$ cat config.mk
export PLATFORM = sky130hd
export DESIGN_NAME = long_add_seq
export DESIGN_NICKNAME = d
export VERILOG_FILES = /design/src/rtl/long_add_seq.sv
export SDC_FILE = /design/constraint.sdc
export NUM_CORES = 1
export LEC_CHECK = 0
export CORE_MARGIN = 4
export CORE_UTILIZATION = 37
export CTS_CLUSTER_SIZE = 14
export DETAILED_ROUTE_END_ITERATION = 10
export GPL_TIMING_DRIVEN = 0
export PLACE_DENSITY = 0.78
export SLEW_MARGIN = 20
export SYNTH_ARGS = -nofsm -noshare
export SYNTH_HDL_FRONTEND = slang
export SYNTH_SLANG_ARGS = --single-unit
$ cat constraint.sdc
create_clock -name clk -period 3.2 [get_ports clk]
set_input_delay 0.64 -clock clk [delete_from_list [all_inputs] [get_ports clk]]
set_output_delay 0.64 -clock clk [all_outputs]
set_load 0.005 [all_outputs]
$ cat src/rtl/long_add_seq.sv
module long_add_seq #(
  parameter int N = 64,
  parameter int S = 8
) (
  input  logic         clk,
  input  logic         rst_n,
  input  logic         start,
  input  logic [N-1:0] x_in,
  input  logic [N-1:0] y_in,
  input  logic         c_in,
  output logic [N-1:0] z_out,
  output logic         c_out,
  output logic         done
);
  localparam int K  = N / S;
  localparam int GW = (K > 1) ? $clog2(K) : 1;
  localparam logic [GW-1:0] LAST = GW'(K - 1);

  if (N % S != 0) begin : g_bad_split
    $error("slice width must divide operand width");
  end

  logic [S-1:0]  x_grp [K];
  logic [S-1:0]  y_grp [K];
  logic [S-1:0]  z_grp [K];
  logic [GW-1:0] grp;
  logic          run;
  logic          carry;
  logic [S:0]    part;

  for (genvar g = 0; g < K; g++) begin : g_slice
    assign x_grp[g] = x_in[g*S +: S];
    assign y_grp[g] = y_in[g*S +: S];
    assign z_out[g*S +: S] = z_grp[g];
  end

  assign part  = {1'b0, x_grp[grp]} + {1'b0, y_grp[grp]} + {{S{1'b0}}, carry};
  assign c_out = carry;

  always_ff @(posedge clk) begin
    if (!rst_n) begin
      run   <= 1'b0;
      grp   <= '0;
      carry <= 1'b0;
      done  <= 1'b0;
      for (int g = 0; g < K; g++) z_grp[g] <= '0;
    end else begin
      done <= 1'b0;
      if (run) begin
        z_grp[grp] <= part[S-1:0];
        carry      <= part[S];
        if (grp == LAST) begin
          run  <= 1'b0;
          done <= 1'b1;
        end else begin
          grp <= grp + 1'b1;
        end
      end else if (start) begin
        run   <= 1'b1;
        grp   <= '0;
        carry <= c_in;
      end
    end
  end
endmodule

==> results of run 1 <==
==> logic make-up after synthesis <==
family / Yosys count / share of synthesized area, %
muxes: 33 / 11.0
adders and majority gates: 11 / 3.91
and+or+nand+nor: 118 / 13.1
AOI/OAI and AO/OA: 81 / 15.6
buffers and inverters: 28 / 3.43
DFF: 70 / 52.4
xor gates and xnor gates: 3 / 0.674
==> worst max-delay path, stage by stage <==
cell	delay, ns
clkdlybuf4s50_1	0.40
mux2_2	0.28
a221o_1	0.37
fa_2	0.38
inv_2	0.07
fa_2	0.24
nor2b_4	0.05
o31a_1	0.33
o31a_1	0.34
buf_6	0.16
o31a_1	0.23
==> final timing paths <==
path / slack, ns / endpoint / cells after the start / from
setup / recovery: -0.05 / c_out$_SDFFE_PN0P_ / 11 / y_in[8]
hold / removal: 0.75 / grp[1]$_SDFFE_PN0P_ / 3 / grp[1]$_SDFFE_PN0P_
setup reg to reg: -0.03 / c_out$_SDFFE_PN0P_ / 13 / grp[0]$_SDFFE_PN0P_
hold reg to reg: 0.75 / grp[1]$_SDFFE_PN0P_ / 3 / grp[1]$_SDFFE_PN0P_
==> what timing repair did <==
action | CTS | global route
buffers inserted | 4 | 9
pin swaps | 2 | 14
gates cloned | 0 | 1
setup endpoints to repair | 57 | 56
gates resized for setup | 22 | 28
==> synth_stat cells (all sizes together) (2+ instances only) <==
master / instances
a21o: 2
a21oi: 14
a221o: 2
a221oi: 21
a22oi: 12
and2: 2
and3: 2
buf: 13
clkbuf: 9
dfxtp: 6
edfxtp: 64
fa: 2
ha: 9
inv: 6
mux2: 19
mux2i: 8
mux4: 6
nand2: 26
nand4: 3
nor2: 66
nor2b: 6
nor3: 8
o21a: 2
o21ai: 6
o221a: 2
o221ai: 3
o22ai: 6
o2bb2ai: 3
o31a: 3
or3: 2
xor2: 2
==> per-stage QoR <==
stage	hold WS, ns	util, %	power [mW]	worst slack (ns)
2_1_floorplan	0.647	-	1.42	0.0147
3_5_place_dp	0.713	58.7	1.81	-0.657
6_report	0.748	63.6	2.61	-0.0472
5_1_grt	0.766	63.6	2.71	-0.128
3_3_place_gp	0.668	58.7	1.80	-0.654
4_1_cts	0.692	61.5	2.49	-0.00936
==> metal layers <==
layer	share of wire, %	global-route usage, %	vias up
met5	0	0	-
met4	3.7	7.47	0
met3	8.2	5.46	41
met2	50	37.6	227
met1	38	26.0	1795
li1	-	-	1762
==> area by class of cell <==
cell class | instances | area [µm²] | area share [%]
buffer | 20 | 135 | 2.07
clock buffer | 9 | 124 | 1.90
clock inverter | 7 | 62.6 | 0.957
inverter | 6 | 25.0 | 0.383
multi-input combinational | 246 | 1870 | 28.5
sequential | 70 | 2040 | 31.3
tap | 136 | 170 | 2.60
timing repair buffer | 210 | 2110 | 32.3
==> flip-flops by register name, summed over array words and instances (netlist names) <==
name and flops:
run 1, c_out 1, grp 3, done 1, z_grp 64
==> power groups by stage <==
stage | Clock (mW) | Sequential (mW) | Combinational [mW]
after floorplan | 0 | 1.08 | 0.347
after global placement | 0 | 1.07 | 0.722
after detailed placement | 0 | 1.07 | 0.738
after CTS | 0.663 | 1.05 | 0.776
after global routing | 0.699 | 1.06 | 0.950
final | 0.658 | 1.05 | 0.894
==> impl_metrics.json, run 1 <==
{
  "outcome": "complete, but fails checks",
  "violations": "setup timing",
  "drt_iter0_markers": 252,
  "drc": 0,
  "grt_pass1_wl_um": 20800,
  "yosys.area.top_type": "edfxtp_1",
  "track_usage_pct": 21.6,
  "wl_um": 13800,
  "grt_pass1_vias": 3865,
  "start_util_pct": 37.9,
  "drv_cap": 0,
  "leakage_nw": 2.41,
  "diodes": 0,
  "finClkSkew_ns": 0.0105,
  "antenna_found_initial": 0,
  "cts.sinks": 70,
  "nNetsFinal": 706,
  "layout-drive-gt1-share_pct": 17.6,
  "comb_power_share_pct": 34.3,
  "finalNonFillerCells": 704,
  "fin_ws_ns": -0.0472,
  "synthCells": 344,
  "worstPathMaxFanout": 5,
  "final.min_clock_period_ns": 3.25,
  "finalSetupViolations": 5,
  "grt_remaining_overflow": 0,
  "critical_path_class": "primary input to register",
  "drt_first_pass_iters": 6,
  "dr_total_vias": 3825,
  "endpoint_kind": "register",
  "tns_ns": -0.118,
  "cts-root-buf": "clkbuf_8",
  "worstPathArrival_ns": 3.49,
  "final_cell_mix": "clkdlybuf4s50_1 (192), nor2_1 (64), edfxtp_1 (64), nand2_1 (26), mux2_2 (17)",
  "htreeDepth": 3,
  "syn_area_per_cell_um2": 11.3,
  "rows": 37,
  "p_clk_share_pct": 25.3,
  "hold_viol_final": 0,
  "yosys_warnings": 0,
  "synth_edf_count": 64,
  "ys.flop_type": "edfxtp_1",
  "period_share_pct": 101,
  "clk_path_buf_depth": 2,
  "internal_power_mw": 1.79,
  "ys_async_sr_fraction_pct": 0,
  "die_h_um": 111,
  "swShare_pct": 31.3,
  "cts_tree": "done",
  "ir_worst_vdd_mv": 0.248,
  "holdCritPathClass": "register to register",
  "postCtsHoldBufs": 0,
  "layout_commonest_cell": "clkdlybuf4s50_1",
  "clk_pin_slew_ns": 0.08,
  "seq_area_frac_synth_pct": 52.4,
  "p_per_area_nw_per_um2": 399,
  "wl_per_cell_um": 19.6,
  "synth.top_cell.area_share_pct": 49.3,
  "cts_buffers": 9,
  "grt_max_degree": 16,
  "synthDistinctLibCells": 48,
  "synth-seq-cells": 70,
  "drt-vias-per-instance": 5.43,
  "die_x_um": 111,
  "antenna_left": 0,
  "die_area_um2": 12200,
  "seq_power_share_pct": 40.4,
  "syn_nets": 487,
  "coreArea_um2": 10300,
  "io_pins": 198,
  "nFillCells": 812,
  "synthTopCellsByArea": "edfxtp_1 (49%), nor2_1 (6.2%), mux2_2 (5.5%)",
  "slew_violations": 0,
  "rsz0062_at_grt": "yes",
  "dpl_cell_area_um2": 6030,
  "design_area_um2": 6540,
  "hpwl_um": 10900,
  "cp.required_ns": 3.44,
  "clock_latency_ns": 0.35,
  "worstSetupStartpointType": "primary input",
  "synth_area_um2": 3900,
  "gp_congestion": 0.905,
  "slew-limit-headroom_pct": 46.7,
  "max_freq_mhz": 308,
  "port_buffers": 196,
  "switchingPower_uw": 815,
  "dp_cells": 676,
  "tightest_slew_ns": 0.796,
  "syn_to_final_growth_pct": 67.6
}
No activity file was read; power rests on OpenSTA's default activity.
==> inputs of run 2 (changes only) <==
--- a/config.mk
+++ b/config.mk
@@ -5,10 +5,11 @@
 export SDC_FILE = /design/constraint.sdc
 export NUM_CORES = 1
 export LEC_CHECK = 0
-export CORE_MARGIN = 4
+export CORE_MARGIN = 5
 export CORE_UTILIZATION = 37
 export CTS_CLUSTER_SIZE = 14
 export DETAILED_ROUTE_END_ITERATION = 10
+export GPL_ROUTABILITY_DRIVEN = 0
 export GPL_TIMING_DRIVEN = 0
 export PLACE_DENSITY = 0.78
 export SLEW_MARGIN = 20
==> impl_metrics.json, run 2 (synthesis gave the netlist of run 1 again) <==
{
  "grtUsageMet3_pct": 5.12,
  "drc": 0,
  "top_register": "z_grp",
  "clk_pin_slew_ns": 0.07,
  "io_pins": 198,
  "endpoint_kind": "register",
  "worstPathMaxFanout": 5,
  "crit_path_max_incr_delay_ns": 0.42,
  "grt_pass1_wl_um": 21200,
  "postCtsHoldBufs": 0,
  "hold_viol_final": 0,
  "drt_iter0_markers": 317,
  "top_usage_layer": "met2",
  "grt_use_met1_pct": 26.0,
  "htreeDepth": 3,
  "nNetsFinal": 714,
  "final.min_clock_period_ns": 3.13,
  "die_x_um": 113,
  "dp_cells": 676,
  "layout_commonest_cell": "clkdlybuf4s50_1",
  "die_h_um": 113,
  "port_buffers": 196,
  "syn_to_final_growth_pct": 71.9,
  "die_area_um2": 12700,
  "finalNonFillerCells": 713,
  "finClkSkew_ns": 0.00944,
  "clk_path_buf_depth": 2,
  "leakage_nw": 2.50,
  "ir_worst_vdd_mv": 0.222,
  "cts_tree": "done",
  "rows": 37,
  "largest_reg_flops": 64,
  "max_freq_mhz": 319,
  "drv_cap": 0,
  "cts_buffers": 9,
  "ff2ff_path_depth": 13,
  "cp.depth": 11,
  "met2_usage_pct": 36.8,
  "worstPathCellList": "clkdlybuf4s50_1 > mux2_2 > a221o_1 > fa_2 > inv_2 > fa_2 > nor2b_4 > o31a_1 > o31a_1 > buf_6 > o31a_1",
  "drt_first_pass_iters": 5,
  "fin_util_pct": 64.9,
  "antenna_left": 0,
  "drt-vias-per-instance": 5.38,
  "wl_um": 14000,
  "final_cell_mix": "clkdlybuf4s50_1 (188), edfxtp_1 (64), nor2_1 (61), nand2_1 (26), buf_4 (18)",
  "critical_path.top_delay_family": "compound AO/OA/AOI/OAI gates",
  "slowest_stage": "clkdlybuf4s50_1",
  "critical_path_class": "primary input to register",
  "whs_path_depth": 2,
  "period_share_pct": 97.9,
  "crit_top_cell": "o31a_1",
  "grt_pass1_vias": 3919,
  "outcome": "complete, no violations",
  "grt_max_degree": 14,
  "slew-limit-headroom_pct": 62.3,
  "track_usage_pct": 21.4,
  "cts-root-buf": "clkbuf_8",
  "worstSetupStartpointType": "primary input",
  "path_buf_inv": 3,
  "start_util_pct": 37.8,
  "totalPowerFinal_mw": 2.85,
  "layout-drive-gt1-share_pct": 19.3,
  "dr_total_vias": 3836,
  "coreArea_um2": 10300,
  "tightest_slew_ns": 0.564,
  "finalSetupViolations": 0,
  "holdCritPathClass": "primary input to register",
  "clock_latency_ns": 0.34,
  "cp.required_ns": 3.42,
  "slew_violations": 0,
  "p_per_area_nw_per_um2": 425,
  "antenna_found_initial": 2,
  "grt_remaining_overflow": 0,
  "hpwl_um": 10800,
  "worstPathArrival_ns": 3.36,
  "cts.sinks": 70,
  "largest_registers": "z_grp: 64 flops, grp: 3 flops",
  "wl_per_cell_um": 19.7
}
run 2: cell types whose count changed in the layout (fill, tap and decap cells not counted), moves of 3 or more:
cell,before,now
bufinv_16,0,3
clkdlybuf4s50_1,192,188
buf_4,12,18
nor2_1,64,61
dlygate4sd2_1,0,4
nor3_1,0,3
run 2: worst paths after layout:
| path | start | end | slack (ns) |
|---|---|---|---|
| setup / recovery | y_in[48] | c_out$_SDFFE_PN0P_ | 0.07 |
| hold / removal | rst_n | grp[2]$_SDFFE_PN0P_ | 0.72 |
| setup reg to reg | grp[1]$_SDFFE_PN0P_ | c_out$_SDFFE_PN0P_ | 0.11 |
| hold reg to reg | grp[2]$_SDFFE_PN0P_ | done$_SDFF_PN0_ | 0.74 |
run 2: stage by stage:
| step | setup TNS, ns | hold slack (ns) | cell area, µm² | worst slack, ns |
|---|---|---|---|---|
| final | 0 | 0.722 | 6700 | 0.0687 |
| after global routing | -0.00248 | 0.741 | 6700 | -0.00248 |
| after CTS | 0 | 0.699 | 6490 | 0.0162 |
| after detailed placement | -26.73 | 0.712 | 6030 | -0.818 |
| after global placement | -23.56 | 0.668 | 6030 | -0.696 |
| after floorplan | 0 | 0.647 | 3900 | 0.0147 |
run 2: layer usage:
metal / routed length, µm / vias up
li1: - / 1777
met1: 5330 / 1825
met3: 1190 / 24
met4: 288 / 2
met5: 13 / -
met2: 7190 / 208
run 2: cell type report:
type                    instances  area [µm²]
fillers                       770        3620
well taps                     136         170
flip-flops and latches         70        2050
repair buffers                219        2180
multi-input cells             246        1890
inverters                       6        26.3
plain buffers                  19         136
clock buffers                   9         124
diodes                          1        2.50
clock inverters                 7         120
run 2: where the power goes:
group	internal, mW	switching [mW]
clock	0.520	0.338
combinational	0.486	0.446
sequential	1.04	0.0187
run 2: timing repair:
| action | CTS | global route |
|---|---|---|
| buffers inserted | 10 | 12 |
| resized for setup | 39 | 25 |
| cloned | 1 | 0 |
| pin swaps | 12 | 11 |
| endpoints found under the setup margin | 49 | 40 |
run 2: worst reg2reg max path, cell delays in order, from the launching register on:
cell	delay, ns
dfxtp_4	0.38
buf_6	0.16
buf_6	0.16
a221oi_4	0.21
nor2_2	0.09
a221o_1	0.30
fa_2	0.41
inv_2	0.06
fa_2	0.23
nor2b_4	0.05
o31a_1	0.25
o31a_1	0.30
buf_6	0.15
o31a_1	0.23
==> inputs of run 3 (changes only) <==
--- a/config.mk
+++ b/config.mk
@@ -12,6 +12,7 @@
 export GPL_ROUTABILITY_DRIVEN = 0
 export GPL_TIMING_DRIVEN = 0
 export PLACE_DENSITY = 0.78
+export REMOVE_ABC_BUFFERS = 1
 export SLEW_MARGIN = 20
 export SYNTH_ARGS = -nofsm -noshare
 export SYNTH_HDL_FRONTEND = slang
==> impl_metrics.json, run 3 (synthesis gave the netlist of run 1 again) <==
{
  "finClkSkew_ns": 0.00734,
  "grt_pass1_wl_um": 20900,
  "layout_commonest_cell": "clkdlybuf4s50_1",
  "cts_tree": "done",
  "slew_violations": 0,
  "io_pins": 198,
  "clk_pin_slew_ns": 0.08,
  "largest_registers": "z_grp: 64 flops, grp: 3 flops",
  "drt-vias-per-instance": 5.48,
  "nNetsFinal": 705,
  "top_register": "z_grp",
  "htreeDepth": 3,
  "coreArea_um2": 10300,
  "die_x_um": 113,
  "drc": 0,
  "r2r_start": "grp[0]$_SDFFE_PN0P_",
  "max_freq_mhz": 310,
  "cp.required_ns": 3.28,
  "cts-root-buf": "clkbuf_8",
  "fin_ws_ns": -0.0214,
  "critical_path_class": "primary input to register",
  "drt_iter0_markers": 234,
  "clk_path_buf_depth": 2,
  "grt_max_degree": 26,
  "die_area_um2": 12700,
  "r2r_slack_ns": 0,
  "final.min_clock_period_ns": 3.22,
  "wl_per_cell_um": 20.4,
  "antenna_found_initial": 0,
  "whs_path_depth": 1,
  "rsz0062_at_grt": "yes",
  "totalPowerFinal_mw": 2.64,
  "r2r-end": "z_grp[2][6]$_SDFFCE_PN0P_",
  "ff2ff_path_depth": 14,
  "drv_cap": 0,
  "endpoint_kind": "register",
  "ir_worst_vdd_mv": 0.195,
  "postCtsHoldBufs": 0,
  "tightest_slew_ns": 0.676,
  "cts_buffers": 9,
  "wl_um": 14400,
  "antenna_left": 0,
  "largest_reg_flops": 64,
  "track_usage_pct": 21.3,
  "layout-drive-gt1-share_pct": 19.4,
  "holdCritStartpoint": "run$_SDFF_PN0_",
  "hpwl_um": 10300,
  "finalSetupViolations": 9,
  "cts.sinks": 70,
  "final_cell_mix": "clkdlybuf4s50_1 (188), edfxtp_1 (64), nor2_1 (61), nand2_1 (26), buf_4 (22)",
  "port_buffers": 197,
  "slew-limit-headroom_pct": 54.8,
  "start_util_pct": 37.8,
  "holdCritPathClass": "register to register",
  "clock_latency_ns": 0.34,
  "hold_viol_final": 0,
  "hold_end": "done$_SDFF_PN0_",
  "grt_pass1_vias": 3993,
  "violations": "setup timing",
  "rows": 37,
  "worstPathMaxFanout": 8,
  "dr_total_vias": 3853,
  "worstPathArrival_ns": 3.30,
  "worstSetupStartpointType": "primary input",
  "p_per_area_nw_per_um2": 395,
  "leakage_nw": 2.51,
  "grt_remaining_overflow": 0,
  "drt_first_pass_iters": 5,
  "die_h_um": 113,
  "outcome": "complete, but fails checks",
  "whs_ns": 0.653,
  "syn_to_final_growth_pct": 71.3,
  "period_share_pct": 101,
  "diodes": 0
}
==> run 3: cell types whose count changed in the layout (fill, tap and decap cells not counted), moves of 3 or more <==
cell / change
buf_6: -4
dlygate4sd2_1: -4
clkbuf_1: -6
buf_4: +4
bufinv_16: -3
buf_2: -4
dlymetal6s2s_1: +5
==> run 3: worst max-delay path by stage <==
| stage | from | end | slack (ns) | cells after the start |
|---|---|---|---|---|
| final | x_in[40] | z_grp[2][6]$_SDFFCE_PN0P_ | -0.02 | 13 |
| after global routing | x_in[32] | z_grp[2][6]$_SDFFCE_PN0P_ | -0.08 | 13 |
| after CTS | y_in[24] | z_grp[2][3]$_SDFFCE_PN0P_ | 0.0006 | 9 |
| after detailed placement | grp[2]$_SDFFE_PN0P_ | z_grp[5][5]$_SDFFCE_PN0P_ | -1.06 | 9 |
| after global placement | grp[1]$_SDFFE_PN0P_ | z_grp[6][6]$_SDFFCE_PN0P_ | -1.85 | 11 |
| after floorplan | grp[1]$_SDFFE_PN0P_ | c_out$_SDFFE_PN0P_ | -0.64 | 11 |
==> run 3: what timing repair did <==
item,in CTS,in global routing
gates resized for setup,20,30
setup buffers,12,15
pin swaps,2,13
endpoints found under the hold margin,0,0
endpoints found under the setup margin,65,49
gates cloned,1,2
==> run 3: layout make-up <==
type / instances / area (µm²)
fillers: 796 / 3640
repair buffers: 228 / 2350
flip-flops and latches: 70 / 2050
multi-input cells: 247 / 1890
well taps: 136 / 170
clock buffers: 9 / 124
clock inverters: 7 / 61.3
inverters: 6 / 32.5
==> run 3: layer usage <==
metal	vias up	track usage, %	part of all wire (%)
li1	1761	-	-
met1	1850	25.6	38
met2	218	36.8	51
met3	24	5.07	9.4
met4	0	7.93	2.1
met5	-	0	0
==> run 3: power by group <==
group	total, mW	switching, mW	internal (mW)
sequential	1.06	0.0202	1.04
clock	0.668	0.372	0.296
combinational	0.917	0.451	0.467
total	2.64	0.843	1.80
==> run 3: critical path, stage by stage <==
cell and delay, ns:
clkdlybuf4s50_1 0.40, mux2_2 0.28, a221oi_2 0.22, o22ai_1 0.14
fa_2 0.39, inv_2 0.08, fa_2 0.22, nor2b_4 0.05
o31a_1 0.35, buf_4 0.17, o32ai_4 0.14, buf_12 0.17
nor3_2 0.04
==> run 3: metrics by stage <==
stage	utilization [%]	std cells	TNS [ns]	instance area [µm²]	worst slack (ns)
floorplan	-	322	-20.41	3790	-0.638
global placement	57.4	655	-97.24	5930	-1.85
detailed placement	58.1	657	-49.87	6000	-1.06
CTS	61.9	686	0	6390	0.000624
global route	64.7	703	-0.764	6680	-0.0839
finish	64.7	703	-0.164	6680	-0.0214
